<file path="src/rtl/tft_pkg.sv">
package tft_pkg;

    localparam int CMD_W  = 8;
    localparam int DATA_W = 16;

    typedef enum logic [1:0] {
        ST_IDLE = 2'd0,
        ST_CMD  = 2'd1,
        ST_DATA = 2'd2,
        ST_DONE = 2'd3
    } seq_state_t;

    typedef struct packed {
        logic              cs_n;
        logic              rs;
        logic              wr_n;
        logic [DATA_W-1:0] db;
    } pbus_t;

    localparam pbus_t PBUS_IDLE = '{cs_n: 1'b1, rs: 1'b1, wr_n: 1'b1, db: '0};

    function automatic int slot_cycles(input int lo, input int hi);
        return lo + hi;
    endfunction

endpackage

</file>
<file path="src/rtl/tft_rst_gen.sv">
module tft_rst_gen #(
    parameter int HOLD = 16
) (
    input  logic clk,
    input  logic rst,
    output logic ready_o,
    output logic rst_n_o
);
    localparam int CNT_W = $clog2(HOLD + 1);

    logic [CNT_W-1:0] cnt_q;

    always_ff @(posedge clk) begin
        if (rst) begin
            cnt_q   <= '0;
            ready_o <= 1'b0;
            rst_n_o <= 1'b0;
        end else if (!ready_o) begin
            if (cnt_q == CNT_W'(HOLD - 1)) begin
                ready_o <= 1'b1;
                rst_n_o <= 1'b1;
            end else begin
                cnt_q <= cnt_q + 1'b1;
            end
        end
    end


    hold_count_chk: assert property (@(posedge clk) disable iff (rst)
        (!ready_o && cnt_q != CNT_W'(HOLD - 1)) |=> !rst_n_o);

endmodule

</file>
<file path="src/rtl/tft_word_seq.sv">
module tft_word_seq
    import tft_pkg::*;
#(
    parameter int LEN_W   = 17,
    parameter int WR_LOW  = 2,
    parameter int WR_HIGH = 2
) (
    input  logic              clk,
    input  logic              rst,
    input  logic              ready_i,
    input  logic [CMD_W-1:0]  cmd_i,
    input  logic [LEN_W-1:0]  len_i,
    input  logic [DATA_W-1:0] data_i,
    output logic              sent_o,
    output logic              last_o,
    output logic              busy_o,
    output pbus_t             bus_o
);
    localparam int SLOT = slot_cycles(WR_LOW, WR_HIGH);
    localparam int PH_W = $clog2(SLOT) + 1;

    seq_state_t       st_q;
    logic [PH_W-1:0]  ph_q;
    logic [LEN_W-1:0] rem_q;
    logic             slot_end;

    assign slot_end = (ph_q == PH_W'(SLOT - 1));

    always_ff @(posedge clk) begin
        if (rst) begin
            st_q   <= ST_IDLE;
            ph_q   <= '0;
            rem_q  <= '0;
            bus_o  <= PBUS_IDLE;
            sent_o <= 1'b0;
            last_o <= 1'b0;
            busy_o <= 1'b0;
        end else begin
            sent_o <= 1'b0;
            last_o <= 1'b0;
            case (st_q)
                ST_IDLE: begin
                    if (ready_i && cmd_i != '0) begin
                        st_q       <= ST_CMD;
                        busy_o     <= 1'b1;
                        bus_o.cs_n <= 1'b0;
                        bus_o.rs   <= 1'b0;
                        bus_o.wr_n <= 1'b0;
                        bus_o.db   <= DATA_W'(cmd_i);
                        ph_q       <= '0;
                        rem_q      <= len_i;
                    end
                end
                ST_CMD, ST_DATA: begin
                    if (slot_end) begin
                        if (rem_q == '0) begin
                            st_q       <= ST_DONE;
                            busy_o     <= 1'b0;
                            bus_o.cs_n <= 1'b1;
                        end else begin
                            st_q       <= ST_DATA;
                            bus_o.rs   <= 1'b1;
                            bus_o.wr_n <= 1'b0;
                            bus_o.db   <= data_i;
                            ph_q       <= '0;
                            rem_q      <= rem_q - 1'b1;
                            sent_o     <= 1'b1;
                            last_o     <= (rem_q == LEN_W'(1));
                        end
                    end else begin
                        ph_q <= ph_q + 1'b1;
                        if ((ph_q + 1'b1) == PH_W'(WR_LOW))
                            bus_o.wr_n <= 1'b1;
                    end
                end
                ST_DONE: begin
                    if (cmd_i == '0)
                        st_q <= ST_IDLE;
                end
                default: st_q <= ST_IDLE;
            endcase
        end
    end


    sent_single_chk: assert property (@(posedge clk) disable iff (rst)
        sent_o |=> !sent_o);


    last_with_sent_chk: assert property (@(posedge clk) disable iff (rst)
        last_o |-> sent_o);


    strobe_in_window_chk: assert property (@(posedge clk) disable iff (rst)
        !bus_o.wr_n |-> (!bus_o.cs_n && busy_o));


    db_hold_chk: assert property (@(posedge clk) disable iff (rst)
        (!bus_o.wr_n && $past(!bus_o.wr_n)) |-> $stable(bus_o.db));


    no_restart_chk: assert property (@(posedge clk) disable iff (rst)
        (st_q == ST_DONE && cmd_i != '0) |=> !busy_o);

endmodule

</file>
<file path="src/rtl/tft_cmd_driver.sv">
module tft_cmd_driver
    import tft_pkg::*;
#(
    parameter int LEN_W    = 17,
    parameter int RST_HOLD = 16,
    parameter int WR_LOW   = 2,
    parameter int WR_HIGH  = 2
) (
    input  logic              clk,
    input  logic              rst,
    input  logic [CMD_W-1:0]  cmd_i,
    input  logic [LEN_W-1:0]  len_i,
    input  logic [DATA_W-1:0] data_i,
    output logic              sent_o,
    output logic              last_o,
    output logic              busy_o,
    output logic              lcd_on_o,
    output logic              lcd_rst_n_o,
    output logic              lcd_cs_n_o,
    output logic              lcd_rs_o,
    output logic              lcd_wr_n_o,
    output logic              lcd_rd_n_o,
    output logic [DATA_W-1:0] lcd_db_o
);
    logic  ready;
    pbus_t bus;

    tft_rst_gen #(.HOLD(RST_HOLD)) u_rst (
        .clk     (clk),
        .rst     (rst),
        .ready_o (ready),
        .rst_n_o (lcd_rst_n_o)
    );

    tft_word_seq #(
        .LEN_W   (LEN_W),
        .WR_LOW  (WR_LOW),
        .WR_HIGH (WR_HIGH)
    ) u_seq (
        .clk     (clk),
        .rst     (rst),
        .ready_i (ready),
        .cmd_i   (cmd_i),
        .len_i   (len_i),
        .data_i  (data_i),
        .sent_o  (sent_o),
        .last_o  (last_o),
        .busy_o  (busy_o),
        .bus_o   (bus)
    );

    assign lcd_on_o   = ready;
    assign lcd_cs_n_o = bus.cs_n;
    assign lcd_rs_o   = bus.rs;
    assign lcd_wr_n_o = bus.wr_n;
    assign lcd_db_o   = bus.db;
    assign lcd_rd_n_o = 1'b1;


    hold_quiet_chk: assert property (@(posedge clk) disable iff (rst)
        !lcd_rst_n_o |-> (!busy_o && lcd_cs_n_o && lcd_wr_n_o));

endmodule

</file>
<file path="config.mk">
export PLATFORM = sky130hd
export DESIGN_NAME = tft_cmd_driver
export DESIGN_NICKNAME = d
export VERILOG_FILES = /design/src/rtl/tft_pkg.sv /design/src/rtl/tft_rst_gen.sv /design/src/rtl/tft_word_seq.sv /design/src/rtl/tft_cmd_driver.sv
export SDC_FILE = /design/constraint.sdc
export NUM_CORES = 1
export LEC_CHECK = 0
export BUFFER_PORTS_ARGS = -buffer_cell sky130_fd_sc_hd__buf_2
export CAP_MARGIN = 30
export CORE_ASPECT_RATIO = 1.2
export CORE_MARGIN = 2
export CORE_UTILIZATION = 32
export CTS_CLUSTER_DIAMETER = 120
export DETAILED_ROUTE_END_ITERATION = 7
export SLEW_MARGIN = 20
export SYNTH_ARGS = -nofsm -noshare
export SYNTH_HDL_FRONTEND = slang
export SYNTH_HIERARCHICAL = 1
export SYNTH_SLANG_ARGS = --single-unit
</file>
<file path="constraint.sdc">
create_clock -name clk -period 2.51 [get_ports clk]
set_input_delay 0.251 -clock clk [delete_from_list [all_inputs] [get_ports clk]]
set_output_delay 0.251 -clock clk [all_outputs]
set_load 0.05 [all_outputs]
</file>
==> impl_metrics.yaml, run 1 <==
sta:
  fmax_mhz: 422
  finalSetupTns_ps: 0
  tightest_slew_ps: 779
  hold_viol: 0
  relSlewSlack_pct: 48.0
  fin_crit_sh_pct: 94.4
  fin_crit_ps: 2370
  rsz0062_at_grt: "yes"
  slew_violations: 0
  final-setup-viol-count: 0
  finClkSkew_ps: 12.9
drt:
  drtIter0Drc: 181
  vias_per_cell: 5.35
  post_drt_wl_per_cell_um: 15.1
  vias: 2481
  drtPass1Iterations: 4
  met2RoutedLength_um: 3470
  drc_errors: 0
  highest_layer: "met4"
  met1_length_um: 2990
  ant_nets: 0
  drt-total-wl_um: 7010
  dr_wl_met3_um: 392
final_layout:
  regArea_um2: 1020
  antenna_cells: 0
  multiInputGateArea_um2: 1420
  final_common_cell: "buf_2"
  final_util_pct: 39.2
  final_cell_mix: "66 x buf_2, 51 x dfxtp_1, 29 x nor2_1"
  n_fill_cell: 844
  area_delta_synth_final_pct: 21.0
  drive_above_1_share_pct: 27.1
  fin_nets: 418
cts:
  clk_pin_slew_worst_paths_ps: 100
  insertion_delay_ps: 310
  cts_made_buffers: 5
  cts_tree: "yes"
  cts_buffer_depth: 2
  root_buffer: "clkbuf_8"
  cts_sinks: 51
  cts_max_level: 2
  ctsHoldBuffers: 0
synth:
  synth_edf_count: 0
  yosysWarnings: 6
  syn_area_per_cell_um2: 8.63
  synth_seq_cells: 51
  synth_top_flop_cell: "dfxtp_1"
  yosysSeqAreaShare_pct: 39.3
  syn_inst: 301
  synth_fp_nets: 351
  ys_types: 57
  synth_area_um2: 2600
  async_reset_ff_share_pct: 0
floorplanning:
  die_y_um: 103
  start_util_pct: 32.4
  pin_count: 68
  fp.coreArea_um2: 8020
  die_area_um2: 8860
  row_count: 36
  die_x_um: 86.2
worst_hold_path:
  hp-start: "data_i[12]"
  hold_depth: 2
  min_path_type: "input port to flop"
  hold_path_end: "u_seq/bus_o[12]"
power_and_ir_drop:
  irDropWorstVdd_uv: 325
  powerDensity_nw_per_um2: 792
  p_leak_uw: 0.00130
global_routing:
  grt_first_pass_wirelength_um: 10800
  grt_max_degree: 38
  grt_overflow_total: 0
  track_usage_pct: 15.2
  first_global_vias: 2266
  antenna_found_initial: 0
placed_design:
  dp_hpwl_um: 4980
  port_buffers: 66
  gp_congestion: 0.817
critical_path:
  worstPathRequired_ps: 2720
  max_stage_delay_ps: 640
  cp-end-kind: "flop"
  arrival_ps: 2580
  critPathBufInv: 1
  path_max_fanout: 7
  worstReg2RegStart: "u_seq/rem_q[11]"
  startpoint_type: "flop"
  path_class: "flop to flop"
  reg2reg_depth: 6
  path_delay_family: "simple AND/OR/NAND/NOR gates"
  r2r_end: "u_seq/bus_o[17]"
  slowest_stage: "or4_1"
  path_cells: "or4_1, nor3_2, and2_1, buf_4, o21ai_0, a221o_1"
  r2r_slack_ps: 140
job:
  drv_cap: 0
run_status:
  run_status: "finished, final reports clean"
## how the worst max path moves through the flow
stage | endpoint | from | slack (ps) | depth (start not counted)
after CTS | u_seq/bus_o[9] | u_seq/rem_q[0] | 90 | 8
after floorplan | u_seq/rem_q[5] | u_seq/rem_q[0] | 260 | 11
after detailed placement | u_seq/bus_o[10] | u_seq/rem_q[0] | 100 | 8
final | u_seq/bus_o[17] | u_seq/rem_q[11] | 140 | 6
after global routing | u_seq/rem_q[6] | u_seq/rem_q[0] | -40 | 9
after global placement | u_seq/bus_o[9] | u_seq/rem_q[0] | 190 | 8
## area by class of cell
cell class | count | share of cell area [%]
well taps | 95 | 3.78
clock buffers | 6 | 2.63
repair buffers | 77 | 13.1
multi-input cells | 221 | 45.3
flip-flops and latches | 51 | 32.5
clock inverters | 2 | 1.23
inverters | 12 | 1.43
## cells by family (layout without fill, tap and decap cells)
family	count (synthesis)	in the layout	share of synthesized area [%]
buf+inv	30	97	6.65
xor+xnor	2	2	0.674
fa+ha+maj	7	7	3.37
simple gates	106	106	21.3
flops	51	51	39.3
mux	13	13	5.25
compound gates	91	92	23.3
other cells	1	1	0.144
## report_power, final
part	switching, uW	leakage, uW	internal (uW)	total [uW]
sequential	33.5	0.000412	853	886
clock	287	0.0000618	328	615
combinational	643	0.000824	346	989
total	963	0.00130	1530	2490
## synth_stat cells, types with 3 or more instances
| library cell | count | area (um2) |
|---|---|---|
| dfxtp_1 | 51 | 1020 |
| nor2_1 | 29 | 109 |
| nand2_1 | 25 | 93.8 |
| o21ai_0 | 22 | 110 |
| a21oi_1 | 21 | 105 |
| inv_1 | 12 | 45.0 |
| mux2i_1 | 11 | 110 |
| nor3_1 | 11 | 55.1 |
| a211oi_1 | 10 | 75.1 |
| a22o_1 | 9 | 78.8 |
| clkbuf_1 | 7 | 26.3 |
| ha_1 | 7 | 87.6 |
| nand3_1 | 7 | 35.0 |
| nor4_1 | 6 | 37.5 |
| buf_6 | 5 | 56.3 |
| a31oi_1 | 4 | 25.0 |
| and3_1 | 4 | 25.0 |
| nand4_1 | 4 | 25.0 |
| nor2b_1 | 3 | 18.8 |
## repair_timing
action                     in CTS  in global routing
resized for setup               0                  3
buffers inserted                0                  0
setup endpoints to repair       0                 18
## sequential cells by signal, summed over array words and instances (netlist names)
signal	flops
u_seq/bus_o	19
u_seq/rem_q	17
u_rst/cnt_q	5
u_seq/ph_q	3
u_seq/st_q	2
u_rst/ready_o	1
u_rst/rst_n_o	1
u_seq/busy_o	1
u_seq/last_o	1
u_seq/sent_o	1
## stage by stage
| step | hold slack [ps] | std cells | setup slack, ps | instance area (um2) | total power, uW |
|---|---|---|---|---|---|
| final | 140 | 464 | 141 | 3140 | 2490 |
| after CTS | 132 | 463 | 87.5 | 3120 | 2480 |
| after global placement | 444 | 455 | 187 | 3000 | 1860 |
| after detailed placement | 459 | 455 | 104 | 3000 | 1860 |
| after global routing | 128 | 464 | -39.1 | 3140 | 2640 |
| after floorplan | 370 | 301 | 260 | 2600 | 1650 |
## worst register-to-register path, stage by stage (launching register included)
cell and delay, ps:
dfxtp_1 390, or4_1 640, nor3_2 330, and2_1 310, buf_4 200, o21ai_0 100
a221o_1 300
## metal layers
layer	up-vias	track usage (%)
met3	12	4.00
met2	62	25.6
li1	1236	-
met1	1171	18.8
met4	0	5.65
met5	-	0
No activity file was read; power rests on OpenSTA's default activity.
==> run 2, diff against run 1 <==
Settings changed: PLACE_DENSITY from default to 0.59.
==> impl_metrics.yaml, run 2 (synthesis gave the netlist of run 1 again) <==
floorplanning:
  die_area_um2: 8860
  die_y_um: 103
  die_x_um: 86.2
  pin_count: 68
  fp.coreArea_um2: 8020
  start_util_pct: 32.4
  row_count: 36
critical_path:
  slowest_stage: "or4_1"
  reg2reg_depth: 7
  arrival_ps: 2590
  r2r_slack_ps: 130
  path_cells: "or4_1, nor4_4, and2_2, buf_4, nor3_1, buf_2, a22o_1"
  startpoint_type: "flop"
  worstReg2RegStart: "u_seq/rem_q[5]"
  path_class: "flop to flop"
  path_delay_family: "simple AND/OR/NAND/NOR gates"
  worstPathRequired_ps: 2720
  critPathBufInv: 2
  r2r_end: "u_seq/bus_o[10]"
  cp-end-kind: "flop"
  max_stage_delay_ps: 690
  path_max_fanout: 8
power_and_ir_drop:
  switchingPower_uw: 977
  pwr-share-clk_pct: 24.2
  p_leak_uw: 0.00129
  powerDensity_nw_per_um2: 794
  pwr-share-seq_pct: 35.7
  p_int_uw: 1500
  switching_share_pct: 39.4
  irDropWorstVdd_uv: 302
  p_comb_share_pct: 40.1
worst_hold_path:
  hold_depth: 2
  min_path_type: "input port to flop"
  hold_path_end: "u_seq/bus_o[12]"
  hp-start: "data_i[12]"
cts:
  cts_buffer_depth: 2
  cts_made_buffers: 5
  ctsHoldBuffers: 0
  cts_sinks: 51
  cts_max_level: 2
  insertion_delay_ps: 310
  cts_tree: "yes"
  root_buffer: "clkbuf_8"
  clk_pin_slew_worst_paths_ps: 100
sta:
  fmax_mhz: 420
  fin_crit_ps: 2380
  rsz0062_at_grt: "no"
  relSlewSlack_pct: 49.9
  tightest_slew_ps: 752
  final-setup-viol-count: 0
  fin_crit_sh_pct: 94.9
  slew_violations: 0
  finClkSkew_ps: 9.30
  hold_viol: 0
  finalSetupTns_ps: 0
drt:
  drt-total-wl_um: 6910
  vias: 2448
  vias_per_cell: 5.28
  post_drt_wl_per_cell_um: 14.9
  drtIter0Drc: 120
  drc_errors: 0
  drtPass1Iterations: 4
  ant_nets: 0
final_layout:
  largest_reg_flops: 19
  multiInputGateArea_um2: 1410
  area_delta_synth_final_pct: 20.3
  drive_above_1_share_pct: 26.6
  final_area_um2: 3120
  n_fill_cell: 862
  fin_nets: 418
  regArea_um2: 1020
  largest-register: "u_seq/bus_o"
  antenna_cells: 0
  final_cell_mix: "67 x buf_2, 51 x dfxtp_1, 29 x nor2_1"
  reg_top3: "u_seq/bus_o x19, u_seq/rem_q x17, u_rst/cnt_q x5"
  final_common_cell: "buf_2"
  final_util_pct: 39.0
global_routing:
  grt_first_pass_wirelength_um: 10300
  first_global_vias: 2154
  grt_max_degree: 38
  antenna_found_initial: 0
  track_usage_pct: 14.6
  grt_overflow_total: 0
run_status:
  run_status: "finished, final reports clean"
placed_design:
  dp_hpwl_um: 4880
  gp_congestion: 0.768
  port_buffers: 66
  place_area_um2: 2990
job:
  drv_cap: 0
==> run 2: cell count changes in the layout (fill, tap and decap cells not counted) <==
cell | previous run | this run
o21ai_2 | 2 | 1
buf_2 | 66 | 67
nand2_2 | 1 | 0
clkbuf_8 | 6 | 5
clkinvlp_4 | 0 | 1
buf_4 | 11 | 10
nor3_1 | 10 | 11
and2_1 | 1 | 0
nand2_1 | 24 | 25
nor3_2 | 2 | 1
and2_2 | 0 | 1
o21ai_1 | 1 | 2
==> run 2: what timing repair did <==
item	CTS	global route
setup buffers	0	0
resized for setup	0	1
setup endpoints to repair	0	7
==> run 2: per-layer routing <==
layer  wire (um)  GRT usage [%]  vias up
met5           0              0        -
met1        3000           18.3     1152
li1            -              -     1229
met3         367           4.16        8
met2        3430           24.0       59
met4         116           5.53        0
==> run 2: how the worst max path moves through the flow <==
stage	from	to	slack [ps]	cells after the start
3_5_place_dp	u_seq/rem_q[0]	u_seq/bus_o[9]	150	8
5_1_grt	u_seq/rem_q[5]	u_seq/bus_o[9]	10	7
4_1_cts	u_seq/rem_q[0]	u_seq/bus_o[10]	130	8
2_1_floorplan	u_seq/rem_q[0]	u_seq/rem_q[5]	260	11
6_report	u_seq/rem_q[5]	u_seq/bus_o[10]	130	7
3_3_place_gp	u_seq/rem_q[0]	u_seq/bus_o[13]	200	8
==> run 2: power groups by stage <==
stage               Clock [uW]  Sequential [uW]  Combinational, uW
global route               658              893               1090
global placement             0              903                962
detailed placement           0              904                970
finish                     599              886                994
CTS                        621              886                973
floorplan                    0              963                690
==> run 2: cell type report <==
| type | count | area share, % |
|---|---|---|
| clock buffer | 5 | 2.20 |
| clock inverter | 3 | 1.48 |
| inverter | 12 | 1.44 |
| multi-input combinational | 221 | 45.3 |
| sequential | 51 | 32.7 |
| tap | 95 | 3.80 |
| timing repair buffer | 77 | 13.1 |
==> run 2: per-stage QoR <==
stage                     setup slack (ps)  total power [uW]  hold slack [ps]  std cells
final                                  129              2480              141        464
after global routing                  10.0              2640              123        464
after CTS                              132              2480              130        462
after global placement                 199              1870              443        454
after detailed placement               148              1870              456        454
after floorplan                        260              1650              370        301
